<file path="config.mk">
export PLATFORM = sky130hd
export DESIGN_NAME = mdio_mgmt_ctrl
export DESIGN_NICKNAME = d
export VERILOG_FILES = /design/src/rtl/mdio_mgmt_pkg.sv /design/src/rtl/mdio_mdc_gen.sv /design/src/rtl/mdio_frame_engine.sv /design/src/rtl/mdio_mgmt_ctrl.sv
export SDC_FILE = /design/constraint.sdc
export NUM_CORES = 1
export LEC_CHECK = 0
export CAP_MARGIN = 10
export CELL_PAD_IN_SITES_DETAIL_PLACEMENT = 1
export CELL_PAD_IN_SITES_GLOBAL_PLACEMENT = 1
export CORE_MARGIN = 1.5
export CORE_UTILIZATION = 51
export CTS_CLUSTER_DIAMETER = 40
export CTS_CLUSTER_SIZE = 10
export DETAILED_ROUTE_END_ITERATION = 6
export DONT_BUFFER_PORTS = 1
export HOLD_SLACK_MARGIN = 0.05
export PLACE_DENSITY = 0.91
export SLEW_MARGIN = 10
export SYNTH_ARGS = -nofsm -noshare
export SYNTH_HDL_FRONTEND = slang
export SYNTH_SLANG_ARGS = --single-unit
</file>
<file path="constraint.sdc">
create_clock -name clk -period 5.8 [get_ports clk]
set_input_delay 1.16 -clock clk [delete_from_list [all_inputs] [get_ports clk]]
set_output_delay 1.16 -clock clk [all_outputs]
set_load 0.005 [all_outputs]
</file>
<file path="src/rtl/mdio_mgmt_pkg.sv">
package mdio_mgmt_pkg;
  localparam int FRAME_BITS   = 64;
  localparam int PRE_BITS     = 32;
  localparam int RD_DRIVE     = 46;
  localparam int RD_DATA_AT   = 48;
  localparam int DATA_BITS    = 16;
  localparam int SLOT_W       = $clog2(FRAME_BITS);

  localparam int CB_START     = 30;
  localparam int CB_READ      = 29;
  localparam int CB_WRITE     = 28;
  localparam int CB_TURN      = 17;

  typedef logic [FRAME_BITS-1:0] frame_t;

  function automatic logic cmd_ok(input logic [31:0] w);
    return w[CB_START] & w[CB_TURN] & (w[CB_READ] ^ w[CB_WRITE]);
  endfunction

  function automatic frame_t build_frame(input logic [31:0] w);
    return {{PRE_BITS{1'b1}}, 2'b01, w[29:28], w[27:23], w[22:18], 2'b10, w[15:0]};
  endfunction
endpackage

</file>
<file path="src/rtl/mdio_mdc_gen.sv">
module mdio_mdc_gen #(
  parameter int RW = 8
) (
  input  logic          clk,
  input  logic          rst_n,
  input  logic          run,
  input  logic [RW-1:0] ratio,
  output logic          mdc,
  output logic          rise,
  output logic          slot_end
);
  logic [RW-1:0] cnt;
  logic [RW-1:0] half;

  assign half     = ratio >> 1;
  assign rise     = run && (cnt == half - 1'b1);
  assign slot_end = run && (cnt == ratio - 1'b1);

  always_ff @(posedge clk) begin
    if (!rst_n || !run || slot_end) begin
      cnt <= '0;
      mdc <= 1'b0;
    end else begin
      cnt <= cnt + 1'b1;
      if (rise) mdc <= 1'b1;
    end
  end

  p_rise_high_r4: assert property (@(posedge clk) disable iff (!rst_n) rise |=> mdc);
  p_end_low_r4:   assert property (@(posedge clk) disable iff (!rst_n) slot_end |=> !mdc);
  p_stop_low_r7:  assert property (@(posedge clk) disable iff (!rst_n) !run |=> !mdc);
endmodule

</file>
<file path="src/rtl/mdio_frame_engine.sv">
module mdio_frame_engine
  import mdio_mgmt_pkg::*;
(
  input  logic                 clk,
  input  logic                 rst_n,
  input  logic                 start,
  input  logic                 abort,
  input  frame_t               frame,
  input  logic                 is_read,
  input  logic                 rise,
  input  logic                 slot_end,
  input  logic                 mdio_i,
  output logic                 busy,
  output logic                 mdio_o,
  output logic                 mdio_oe,
  output logic                 done,
  output logic [DATA_BITS-1:0] rd_data
);
  logic [SLOT_W-1:0] slot;
  frame_t            shreg;
  logic              rd_q;
  logic              last;

  assign last = (int'(slot) == FRAME_BITS - 1);
  assign done = busy && slot_end && last && !abort;

  always_ff @(posedge clk) begin
    if (!rst_n) begin
      busy    <= 1'b0;
      slot    <= '0;
      shreg   <= '0;
      mdio_o  <= 1'b0;
      mdio_oe <= 1'b0;
      rd_q    <= 1'b0;
    end else if (abort) begin
      busy    <= 1'b0;
      mdio_oe <= 1'b0;
    end else if (start) begin
      busy    <= 1'b1;
      slot    <= '0;
      shreg   <= {frame[FRAME_BITS-2:0], 1'b0};
      mdio_o  <= frame[FRAME_BITS-1];
      mdio_oe <= 1'b1;
      rd_q    <= is_read;
    end else if (busy && slot_end) begin
      if (last) begin
        busy    <= 1'b0;
        mdio_oe <= 1'b0;
        mdio_o  <= 1'b0;
      end else begin
        slot    <= slot + 1'b1;
        mdio_o  <= shreg[FRAME_BITS-1];
        shreg   <= {shreg[FRAME_BITS-2:0], 1'b0};
        mdio_oe <= !(rd_q && (int'(slot) + 1 >= RD_DRIVE));
      end
    end
  end

  always_ff @(posedge clk) begin
    if (!rst_n) rd_data <= '0;
    else if (busy && rise && rd_q && !abort && int'(slot) >= RD_DATA_AT)
      rd_data <= {rd_data[DATA_BITS-2:0], mdio_i};
  end

  p_release_r5: assert property (@(posedge clk) disable iff (!rst_n)
    busy && rd_q && int'(slot) >= RD_DRIVE |-> !mdio_oe);
  p_full_frame_r2: assert property (@(posedge clk) disable iff (!rst_n)
    $fell(busy) && !$past(abort) |-> int'($past(slot)) == FRAME_BITS - 1);
endmodule

</file>
<file path="src/rtl/mdio_mgmt_ctrl.sv">
module mdio_mgmt_ctrl
  import mdio_mgmt_pkg::*;
#(
  parameter int DIV_C0 = 8,
  parameter int DIV_C1 = 16,
  parameter int DIV_C2 = 32,
  parameter int DIV_C3 = 48,
  parameter int RW     = 8
) (
  input  logic        clk,
  input  logic        rst_n,
  input  logic        mdio_en,
  input  logic [1:0]  div_sel,
  input  logic        cmd_wr,
  input  logic [31:0] cmd_wdata,
  output logic [31:0] cmd_rdata,
  output logic        idle,
  output logic        mdc,
  output logic        mdio_o,
  output logic        mdio_oe,
  input  logic        mdio_i
);
  logic                 busy, done, accept, rise, slot_end;
  logic [RW-1:0]        ratio_q, ratio_sel;
  logic [DATA_BITS-1:0] rd_data;
  logic [31:0]          word_q;

  assign idle      = mdio_en && !busy;
  assign accept    = cmd_wr && idle && cmd_ok(cmd_wdata);
  assign cmd_rdata = word_q;

  always_comb begin
    case (div_sel)
      2'd0:    ratio_sel = RW'(DIV_C0);
      2'd1:    ratio_sel = RW'(DIV_C1);
      2'd2:    ratio_sel = RW'(DIV_C2);
      default: ratio_sel = RW'(DIV_C3);
    endcase
  end

  always_ff @(posedge clk) begin
    if (!rst_n) begin
      word_q  <= '0;
      ratio_q <= RW'(DIV_C0);
    end else if (accept) begin
      word_q  <= cmd_wdata;
      ratio_q <= ratio_sel;
    end else if (done && word_q[CB_READ]) begin
      word_q[DATA_BITS-1:0] <= rd_data;
    end
  end

  mdio_mdc_gen #(.RW(RW)) u_clk (
    .clk      (clk),
    .rst_n    (rst_n),
    .run      (busy && mdio_en),
    .ratio    (ratio_q),
    .mdc      (mdc),
    .rise     (rise),
    .slot_end (slot_end)
  );

  mdio_frame_engine u_eng (
    .clk      (clk),
    .rst_n    (rst_n),
    .start    (accept),
    .abort    (!mdio_en),
    .frame    (build_frame(cmd_wdata)),
    .is_read  (cmd_wdata[CB_READ]),
    .rise     (rise),
    .slot_end (slot_end),
    .mdio_i   (mdio_i),
    .busy     (busy),
    .mdio_o   (mdio_o),
    .mdio_oe  (mdio_oe),
    .done     (done),
    .rd_data  (rd_data)
  );

  p_idle_drop_r2: assert property (@(posedge clk) disable iff (!rst_n) accept |=> !idle);
  p_busy_ignore_r6: assert property (@(posedge clk) disable iff (!rst_n)
    cmd_wr && busy && !done |=> cmd_rdata == $past(cmd_rdata));
  p_bad_cmd_r1: assert property (@(posedge clk) disable iff (!rst_n)
    cmd_wr && idle && !(cmd_wdata[CB_START] && cmd_wdata[CB_TURN]) |=> idle);
  p_disable_quiet_r7: assert property (@(posedge clk) disable iff (!rst_n)
    !mdio_en |=> !mdc && !mdio_oe);
endmodule

</file>
* Word level (Yosys, flattened, before mapping) *
Index checks and enable logic that the tools add are counted.

operators by class
  add/subtract/negate cells = 5
  equal/unequal tests = 6
  muxes and demuxes = 18
  $lt $le $gt $ge = 2
  bitwise logic cells = 3
  reductions and logical operators = 30

operators by type and width
  cell                                                   number
  2-to-1 mux 64 bit                                      3
  >= comparator 32 x 7 -> 1 bit (second input constant)  1
  2-to-1 mux 16 bit                                      2
  2-to-1 mux 6 bit                                       3
  case mux 6 bit (3 select lines)                        1
  == test 8 bit                                          2
  logical AND 1 bit                                      15
  2-to-1 mux 1 bit                                       9
  adder 8 x 1 -> 8 bit (second input constant)           1
  AND reduction 2 bit                                    4
  subtractor 7 x 1 -> 8 bit (second input constant)      1
  subtractor 8 x 1 -> 8 bit (second input constant)      1
  adder 6 x 1 -> 7 bit (second input constant)           1
  adder 6 x 1 -> 6 bit (second input constant)           1
  == test 6 x 1 -> 1 bit (second input constant)         1
  >= comparator 6 bit (second input constant)            1
  nonzero test 2 bit                                     3
  zero test 1 bit                                        4
  AND reduction 3 bit                                    1
  bitwise AND 1 bit                                      2
  == test 2 x 1 -> 1 bit (second input constant)         1
  == test 2 bit (second input constant)                  1
  zero test 2 bit                                        1
  logical OR 1 bit                                       2
  2 further kinds                                        2

word-level totals
  input bits = 39
  flip-flop bits (word level) = 139
  logic and storage cells = 76
  output and inout port bits = 36

* Depth between registers and ports, before layout *
Gate-level depths: netlist (run 1).

  word-level depth = 9
  depth in mapped cells = 10
  gate-level depth less buffers = 8

* Modules after synthesis *
Synthesis (run 1) repeated with hierarchy kept, for this count alone.

second synthesis, totals
  cells, all modules = 770
  area total of the unflattened synthesis = 7,080.5 um2

modules (own cells, without submodules)
  module             instances  cells each  area an instance (um2)  sequential area each (um2)
  mdio_frame_engine  1          474         4,529.3                 1,781.7
  mdio_mgmt_ctrl     1          200         1,762.9                 700.7
  mdio_mdc_gen       1          96          788.3                   180.2

* Worst setup path after synthesis (run 1) *
Ideal clock, no wire load.

  path kind = input to output
  start = input mdio_en
  end = output idle
  slack = 3,308 ps
  stages on the path = 2
  required time = 4,640 ps
  arrival time = 1,332 ps
  buffers on the path = 0
  path through = nand2b_1 > inv_1

between the ends
  longest elaborated chain between the ends = 1

ends and longest elaborated chain
  item               line                  text
  start, declared    mdio_mgmt_ctrl.sv:12  input logic mdio_en,
  logical AND 1 bit  mdio_mgmt_ctrl.sv:28  assign idle = mdio_en && !busy;
  end, declared      mdio_mgmt_ctrl.sv:17  output logic idle,

No other way between the ends.

* Worst setup path after layout (run 1) *
  start = register ratio_q[3]
  end = register u_eng.shreg[60]

between the ends
  longest elaborated chain between the ends = 6

ends and longest elaborated chain
  item                                  line                     text
  start, declared                       mdio_mgmt_ctrl.sv:24     logic [RW-1:0] ratio_q, ratio_sel;
  start signal, assigned                mdio_mgmt_ctrl.sv:44     ratio_q <= RW'(DIV_C0);
  start signal, assigned                mdio_mgmt_ctrl.sv:47     ratio_q <= ratio_sel;
  subtractor 8 x 1 -> 8 bit             mdio_mdc_gen.sv:17       assign slot_end = run && (cnt == ratio - 1'b1);
  == test 8 bit                         mdio_mdc_gen.sv:17
  logical AND 1 bit                     mdio_mdc_gen.sv:17
  logical AND 1 bit                     mdio_frame_engine.sv:45  end else if (busy && slot_end) begin
  nonzero test 2 bit (no source line)   n/a
  AND reduction 3 bit (no source line)  n/a
  end signal, assigned                  mdio_frame_engine.sv:41  shreg <= {frame[FRAME_BITS-2:0], 1'b0};
  end signal, assigned                  mdio_frame_engine.sv:53  shreg <= {shreg[FRAME_BITS-2:0], 1'b0};
  end, declared                         mdio_frame_engine.sv:20  frame_t shreg;

No other way between the ends.
A chain may end at the register's enable or synchronous reset.

==> results of run 1 <==
-- Yosys cell counts (all sizes together) --
master / instances / share of area (%)
or3: 2 / 0.23
a211o: 1 / 0.16
dfxtp: 133 / 50
and3: 5 / 0.58
a221oi: 1 / 0.16
a2111oi: 1 / 0.16
nand2b: 5 / 0.58
o311ai: 1 / 0.16
o2bb2ai: 1 / 0.16
inv: 10 / 0.70
nand2: 171 / 12
mux2i: 32 / 6.0
xnor2: 11 / 1.8
nor2: 17 / 1.5
clkbuf: 31 / 2.2
o21ai: 31 / 2.9
ha: 5 / 1.2
or2: 2 / 0.23
nand3: 19 / 1.8
nor3: 7 / 0.96
o2111ai: 1 / 0.16
o211ai: 3 / 0.42
a31oi: 58 / 6.8
and4: 1 / 0.16
clkinv: 1 / 0.070
xor2: 8 / 1.3
o21a: 2 / 0.28
buf: 15 / 2.0
o31ai: 2 / 0.28
nand4: 7 / 1.1
a21oi: 47 / 4.4
-- sequential cells by signal, indices dropped and copies added (netlist names) --
register	flops
u_eng.mdio_o	1
u_eng.shreg	63
u_eng.slot	6
u_clk.cnt	8
u_eng.rd_q	1
u_eng.rd_data	16
u_eng.mdio_oe	1
u_clk.mdc	1
u_eng.busy	1
cmd_rdata	32
ratio_q	3
-- kinds of logic after synthesis --
group	Yosys count	synth area share, %
compound gates	149	16.0
simple gates	236	19.1
buf+inv	57	4.91
xor+xnor	19	3.11
mux	32	5.98
flops	133	49.7
fa+ha+maj	5	1.17
-- worst register-to-register path, stage by stage, from the launching register on --
cell     delay, ps
dfxtp_1        440
inv_1           80
ha_1           210
ha_1           340
xnor2_1        210
nor3_4         300
and4_2        1070
nand2_1        220
a31oi_1        240
-- per-layer routing --
layer | track usage (%) | vias up
met5 | 0 | -
met4 | 12.3 | 0
met3 | 7.98 | 27
met2 | 48.6 | 103
met1 | 30.9 | 2253
li1 | - | 2134
-- report_power, final --
| group | leakage [nW] | switching [mW] | internal (mW) |
|---|---|---|---|
| combinational | 0.717 | 0.0344 | 0.0175 |
| clock | 0.283 | 0.400 | 0.694 |
| sequential | 1.07 | 0.0108 | 0.930 |
| total | 2.07 | 0.445 | 1.64 |
-- final cells by class --
type | count | area (um2)
timing repair buffer | 4 | 30.0
antenna | 3 | 7.51
tap | 136 | 170
clock inverter | 13 | 183
sequential | 133 | 2660
multi-input combinational | 441 | 2440
inverter | 11 | 41.3
clock buffer | 18 | 418
fill | 1208 | 4320
-- worst max-delay path by stage --
| stage | endpoint | startpoint | depth (start not counted) | slack (ps) |
|---|---|---|---|---|
| floorplan | idle | mdio_en | 2 | 3310 |
| global placement | u_eng.shreg[18] | mdio_en | 5 | 2670 |
| detailed placement | u_eng.shreg[53] | mdio_en | 5 | 2570 |
| CTS | u_eng.shreg[52] | ratio_q[3] | 8 | 2590 |
| global route | u_eng.shreg[20] | ratio_q[3] | 8 | 2370 |
| finish | u_eng.shreg[60] | ratio_q[3] | 8 | 2600 |
-- per-stage QoR --
stage,instance area [um2],power [mW]
finish,5950,2.09
global route,5950,2.15
CTS,5950,2.10
detailed placement,5350,1.01
global placement,5350,1.00
floorplan,5360,1.00
==> impl_metrics.tcl, run 1 <==
set metrics [dict create \
    gp_congestion 0.826 \
    drtPass1Iterations 4 \
    dr_wl_met3_um 737 \
    worst_slack_ps 2600 \
    core_area_um2 10300 \
    rsz0062_at_grt "no" \
    ff2ff_path_depth 8 \
    drive_gt1_share_pct 6.77 \
    die_area_um2 11100 \
    ff2ff_setup_slack_ps 2600 \
    irDropWorstVdd_mv 0.209 \
    die_h_um 105 \
    cp_top_family "simple AND/OR/NAND/NOR gates" \
    final_cell_mix "171 x nand2_1, 133 x dfxtp_1, 58 x a31oi_1" \
    status "finished, final reports clean" \
    hp-class "flop to flop" \
    yosysSeqAreaShare_pct 49.7 \
    criticalPathCategory "flop to flop" \
    hold_path_startpoint "u_clk.cnt[0]" \
    track_usage_pct 27.6 \
    leakage_nw 2.07 \
    finalSetupViolCount 0 \
    hpwl_mm 9.04 \
    critPathLaunchType "flop" \
    postRouteAntennaNets 0 \
    cts_buffer_depth 2 \
    yosysWarnings 0 \
    cts_hold_buffers 0 \
    htreeDepth 4 \
    cts.sinks 133 \
    grt-ovfl-total 0 \
    tns_ps 0 \
    numCtsBuffers 17 \
    clk_pin_slew_worst_paths_ps 60 \
    routed.top_layer "met4" \
    wl_mm 14.8 \
    max_stage_delay_ps 1070 \
    netlist_area_um2 5360 \
    area_growth_pct 11.2 \
    grt_pass1_vias 4740 \
    worst_pin_slew_ps 1190 \
    synth-seq-cells 133 \
    hold_viol 0 \
    path_buf_inv 1 \
    ys_types 39 \
    timing.fmax_ghz 0.313 \
    holdWs_ps 459 \
    cp_common_cell "ha_1" \
    initial_core_util_pct 52.1 \
    powerDensity_nw_per_um2 350 \
    wl_met1_mm 6.02 \
    drc_errors 0 \
    syn_nets 675 \
    met2_length_mm 7.68 \
    finClkSkew_ps 8.57 \
    buffer_ports.inserted 0 \
    fin_cells 759 \
    avgSynthCellArea_um2 8.49 \
    clock_latency_ps 530 \
    worstHoldEndpoint "u_clk.cnt[0]" \
    antenna_found_initial 2 \
    r2r-start "ratio_q[3]" \
    avgRoutedWirePerCell_um 19.5 \
    cp_max_fo 64 \
    nets 652 \
    cap_violations 0 \
    r2r_end "u_eng.shreg[60]" \
    root_buffer "clkbuf_8" \
    finalCritPeriodShare_pct 55.1 \
    maxSlewHeadroom_pct 20.7 \
    via_count 4517 \
    place_inst 725 \
    fin_crit_ps 3200 \
    grt_max_degree 77 \
    rows 37 \
    slew_viol_final 0 \
    io_pins 75 \
    pre_cts_slack_ps 2570 \
    worstPathArrival_ps 3640 \
    viasPerCell 5.95 \
    grt_first_pass_wirelength_mm 24.0 \
    required_ps 6250 \
    hold-path-cell-count 1 \
    final_common_cell "nand2_1" \
    die_w_um 105 \
    final_util_pct 57.9 \
    slowest_stage "and4_2" \
    post-cts-setup-buffers 0 \
    netlist_instances 631 \
    cts_tree "yes" \
    drt_iter0_drc 257 \
    cts.repair.resized 0 \
    cp_cell_sequence "inv_1, ha_1, ha_1, xnor2_1, nor3_4, and4_2, nand2_1, a31oi_1" \
    endpoint_kind "flop" \
]
Power figures use the tool's default switching activity.
==> run 2: changes to the inputs <==
Settings changed: ABC_AREA from default to 1, CORE_UTILIZATION 51 to 45, PLACE_DENSITY 0.91 to 0.85.
Clock period 5.8 ns to 3.1 ns, I/O delays scaled along.
==> impl_metrics.tcl, run 2 <==
set metrics [dict create \
    htreeDepth 4 \
    hold_viol 0 \
    dominantRegCellSynth "dfxtp_1" \
    core_area_um2 12600 \
    post-cts-setup-buffers 0 \
    p_int_mw 3.21 \
    buffer_ports.inserted 0 \
    fill_cells 1636 \
    clock_latency_ps 410 \
    async_flop_share_pct 0 \
    required_ps 3440 \
    synthTopCellsByArea "dfxtp_1 46%, nand2_1 14%, nor2_1 7.5%" \
    max_stage_delay_ps 390 \
    pre_cts_slack_ps 594 \
    endpoint_kind "flop" \
    irDropWorstVdd_mv 0.343 \
    netlist_instances 833 \
    finClkSkew_ps 7.25 \
    ys_types 31 \
    cp_max_fo 60 \
    io_pins 75 \
    finalCritPeriodShare_pct 83.4 \
    place_inst 962 \
    multi_input_area_um2 2680 \
    worst_slack_ps 515 \
    cts.sinks 133 \
    gp_congestion 0.814 \
    yosysWarnings 0 \
    timing.fmax_ghz 0.387 \
    die_h_um 117 \
    wl_mm 15.3 \
    syn_nets 877 \
    avgSynthCellArea_um2 6.98 \
    worst_pin_slew_ps 769 \
    drtPass1Iterations 4 \
    rows 41 \
    synth-seq-cells 133 \
    initial_core_util_pct 46.1 \
    grt_first_pass_wirelength_mm 25.4 \
    drc_errors 0 \
    via_count 5197 \
    seqCellArea_um2 2660 \
    hp-class "input port to flop" \
    power_frac_seq_pct 43.5 \
    maxSlewHeadroom_pct 48.8 \
    fin_crit_ps 2580 \
    stdcell_area_um2 6550 \
    final_common_cell "nand2_1" \
    largest_reg_flops 63 \
    post-synth-top-area-cell "dfxtp_1" \
    holdWs_ps 335 \
    tns_ps 0 \
    die_area_um2 13600 \
    grt_max_degree 78 \
    cts.repair.resized 0 \
    clk_pin_slew_worst_paths_ps 60 \
    die_w_um 117 \
    numCtsBuffers 17 \
    grt_pass1_vias 5283 \
    synth.most_common_cell "nand2_1" \
    drive_gt1_share_pct 7.54 \
    cts_buffer_depth 2 \
    cap_violations 0 \
    rsz0062_at_grt "no" \
    switchingPower_mw 0.803 \
    ff2ff_setup_slack_ps 520 \
    antenna_found_initial 0 \
    critPathLaunchType "flop" \
    powerDensity_nw_per_um2 613 \
    cts_tree "yes" \
    dpl-instance-area_um2 5900 \
    cts_hold_buffers 0 \
    postRouteAntennaNets 0 \
    yosysSeqAreaShare_pct 45.8 \
    synth_top_area_share_pct 45.8 \
    area_growth_pct 12.5 \
    largest-register "u_eng.shreg" \
    final_cell_mix "209 x nand2_1, 133 x dfxtp_1, 116 x nor2_1" \
    status "finished, final reports clean" \
    drt_iter0_drc 284 \
    sw_frac_of_total_pct 20.0 \
    grt-ovfl-total 0 \
    hpwl_mm 9.69 \
    fin_cells 994 \
    yosys-top-cells-count "210 x nand2_1, 133 x dfxtp_1, 116 x nor2_1" \
    slowest_stage "dfxtp_1" \
    avgRoutedWirePerCell_um 15.4 \
    viasPerCell 5.23 \
    synth_edf_count 0 \
    combPwrFrac_pct 2.3 \
    track_usage_pct 23.8 \
    cp_cell_sequence "inv_2, ha_1, ha_1, nor2_1, nor2_1, nand3_1, nor2_2, nand3_2, buf_4, nand2_2, buf_12, nand2_1, a21oi_1" \
    nets 853 \
    worstPathArrival_ps 2930 \
    criticalPathCategory "flop to flop" \
    netlist_area_um2 5820 \
    root_buffer "clkbuf_16" \
    finalSetupViolCount 0 \
    leakage_nw 2.96 \
    clock_power_share_pct 54.2 \
    antenna_cells 0 \
    slew_viol_final 0 \
]
==> run 2: cell count changes in the layout (fill, tap and decap cells not counted), moves of 32 or more <==
cell and delta:
nor2_1 +100, a31oi_1 -57, nand3_1 +46, inv_1 +44
nand2_1 +38, mux2i_1 -32, o21ai_1 +32
==> run 2: layout make-up <==
class | count | share of cell area [%]
clock buffers | 24 | 7.66
clock inverters | 8 | 2.20
inverters | 59 | 3.38
multi-input cells | 587 | 41.0
flip-flops and latches | 133 | 40.7
well taps | 172 | 3.29
repair buffers | 11 | 1.83
==> run 2: path summary, 6_finish.rpt <==
path | start | to | cells after the start
setup reg to reg | ratio_q[3] | u_eng.shreg[14] | 13
hold / removal | rst_n | u_eng.rd_data[12] | 2
hold reg to reg | u_clk.cnt[0] | u_clk.cnt[0] | 1
setup / recovery | ratio_q[3] | u_eng.shreg[14] | 13
==> run 2: kinds of logic (layout without fill, tap and decap cells) <==
logic type      Yosys count  count (layout)  synth area share, %
fa+ha+maj                 5               5                 1.08
buf+inv                 113             102                 8.26
xor+xnor                  6               6                0.903
compound gates          136             136                 11.8
flops                   133             133                 45.8
simple gates            440             440                 32.2
==> run 2: power by group through the flow <==
stage	Combinational [mW]	Sequential [mW]	Clock (mW)
floorplan	0.0830	1.78	0
detailed placement	0.0921	1.78	0
global placement	0.0872	1.78	0
CTS	0.0939	1.75	2.20
global route	0.105	1.75	2.29
finish	0.0926	1.75	2.18
==> run 2: worst max-delay path, delay by kind of cell, from the launching register on <==
| kind | cells | cell delay [ps] |
|---|---|---|
| compound gates | 1 | 130 |
| simple gates | 7 | 810 |
| buf+inv | 3 | 570 |
| fa+ha+maj | 2 | 570 |
| flops | 1 | 390 |
==> run 2: through the flow <==
| stage | total power [mW] | util [%] |
|---|---|---|
| global route | 4.14 | 51.9 |
| detailed placement | 1.88 | 46.8 |
| finish | 4.01 | 51.9 |
| CTS | 4.04 | 51.9 |
| floorplan | 1.86 | - |
| global placement | 1.87 | 46.8 |
==> run 2: routing by layer <==
metal  share of wire (%)  GRT usage (%)  wire length [um]  vias to the layer above
met4                 1.5           8.84               226                        0
met1                  44           29.2              6660                     2475
met2                  50           40.6              7670                       83
met5                   0              0                 0                        -
met3                 4.9           5.55               744                       18
li1                    -              -                 -                     2621
==> run 3: changes to the inputs <==
Settings changed: ABC_AREA 1 to 0, CORE_UTILIZATION 45 to 47.
Clock period 3.1 ns to 2.4 ns, I/O delays scaled along.
==> impl_metrics.tcl, run 3 (same netlist as run 1, synthesis figures left out) <==
set metrics [dict create \
    grt_max_degree 53 \
    via_count 4441 \
    path_buf_inv 3 \
    antenna_cells 0 \
    cap_violations 0 \
    drive_gt1_share_pct 8.85 \
    hold_viol 0 \
    dpl-instance-area_um2 5470 \
    nets 667 \
    grt_first_pass_wirelength_mm 22.0 \
    worstPathArrival_ps 2550 \
    endpoint_kind "flop" \
    slowest_stage "dfxtp_2" \
    grt-ovfl-total 0 \
    htreeDepth 4 \
    cts_buffer_depth 2 \
    switchingPower_mw 0.988 \
    finClkSkew_ps 6.29 \
    hpwl_mm 8.54 \
    sw_frac_of_total_pct 20.3 \
    buffer_ports.inserted 0 \
    wl_mm 14.2 \
    p_int_mw 3.89 \
    largest-register "u_eng.shreg" \
    drtPass1Iterations 5 \
    criticalPathCategory "flop to flop" \
    combPwrFrac_pct 2.8 \
    io_pins 75 \
    grt_pass1_vias 4513 \
    track_usage_pct 24.0 \
    power_frac_seq_pct 46.6 \
    cp_max_fo 19 \
    finalCritPeriodShare_pct 95.0 \
    largest_reg_flops 63 \
    postRouteAntennaNets 0 \
    numCtsBuffers 17 \
    area_growth_pct 15.1 \
    status "finished, final reports clean" \
    fin_crit_ps 2280 \
    slew_viol_final 0 \
    finalSetupViolCount 0 \
    cp_top_family "simple AND/OR/NAND/NOR gates" \
    maxSlewHeadroom_pct 49.7 \
    rows 38 \
    powerDensity_nw_per_um2 791 \
    hp-class "input port to flop" \
    die_area_um2 12000 \
    stdcell_area_um2 6160 \
    clk_pin_slew_worst_paths_ps 50 \
    initial_core_util_pct 48.8 \
    final_cell_mix "171 x nand2_1, 132 x dfxtp_1, 58 x a31oi_1" \
    cts_hold_buffers 0 \
    final_common_cell "nand2_1" \
    leakage_nw 2.20 \
    gp_congestion 0.787 \
    drc_errors 0 \
    timing.fmax_ghz 0.439 \
    cts_tree "yes" \
    max_stage_delay_ps 340 \
    worst_pin_slew_ps 749 \
    critPathLaunchType "flop" \
    viasPerCell 5.75 \
    core_area_um2 11000 \
    cp_cell_sequence "inv_1, ha_1, ha_4, xor2_1, nor3_4, nand4_1, buf_4, clkbuf_16, nand2_1, a31oi_1" \
    die_w_um 110 \
    required_ps 2670 \
    clock_latency_ps 410 \
    antenna_found_initial 0 \
    irDropWorstVdd_mv 0.642 \
    root_buffer "clkbuf_16" \
    drt_iter0_drc 194 \
    avgRoutedWirePerCell_um 18.4 \
    worst_slack_ps 121 \
    clock_power_share_pct 50.6 \
    pre_cts_slack_ps 12.5 \
    cts.sinks 133 \
    die_h_um 110 \
]
==> run 3: changes by cell type in the layout (fill, tap and decap cells not counted), moves of 6 or more <==
cell / delta
o21ai_0: +6
nor3_2: -8
o21ai_1: -32
a21oi_1: -28
nand2_1: -38
a31oi_1: +57
nor2_1: -101
nand3_1: -46
inv_1: -44
mux2i_1: +32
nor3_1: -21
xnor2_1: +10
==> run 3: metrics by stage <==
step | cells | setup TNS, ps | util [%] | power, mW | hold WS [ps]
after floorplan | 631 | 0 | - | 2.42 | 413
after global placement | 736 | 0 | 49.8 | 2.44 | 424
after detailed placement | 736 | 0 | 49.8 | 2.45 | 435
after CTS | 767 | 0 | 55.2 | 4.91 | 170
after global routing | 773 | -20.4 | 56.1 | 5.03 | 169
final | 773 | 0 | 56.1 | 4.87 | 182
==> run 3: final cells by class <==
| class | count | area (um2) |
|---|---|---|
| flip-flops and latches | 133 | 2660 |
| clock buffers | 24 | 482 |
| well taps | 140 | 175 |
| multi-input cells | 441 | 2470 |
| inverters | 11 | 41.3 |
| repair buffers | 19 | 260 |
| clock inverters | 5 | 75.1 |
| fillers | 1273 | 4820 |
==> run 3: final timing paths <==
check	endpoint	depth (start not counted)	slack, ps	startpoint
worst max-delay path	u_eng.shreg[3]	10	120	ratio_q[4]
worst min-delay path	ratio_q[3]	1	180	rst_n
worst max register to register	u_eng.shreg[3]	10	120	ratio_q[4]
worst min register to register	u_clk.cnt[0]	1	450	u_clk.cnt[0]
==> run 3: repair_timing <==
| action | in CTS | in global routing |
|---|---|---|
| gates resized for setup | 0 | 6 |
| setup endpoints to repair | 9 | 81 |
| pin swaps | 2 | 0 |
| cloned | 1 | 2 |
| buffers inserted | 1 | 4 |
| endpoints found under the hold margin | 0 | 0 |
==> run 3: worst reg2reg max path: cells and delay by family (launching register included) <==
family | cells | cell delay (ps)
adder cells (fa/ha/maj) | 2 | 370
buffers and inverters | 3 | 460
XOR/XNOR | 1 | 200
AO/OA/AOI/OAI | 1 | 100
flip-flops | 1 | 340
AND/OR/NAND/NOR | 3 | 670
==> run 3: power groups by stage <==
stage | Combinational, mW | Sequential [mW] | Clock (mW)
after floorplan | 0.104 | 2.31 | 0
after global placement | 0.123 | 2.32 | 0
after detailed placement | 0.131 | 2.32 | 0
after CTS | 0.133 | 2.27 | 2.50
after global routing | 0.151 | 2.28 | 2.61
final | 0.135 | 2.27 | 2.47
==> run 3: metal layers <==
layer,vias up,share of wire [%],global-route usage (%)
met4,0,1.4,7.51
met3,14,5.4,7.47
met5,-,0,0
li1,2158,-,-
met1,2177,43,27.7
met2,92,50,42.2
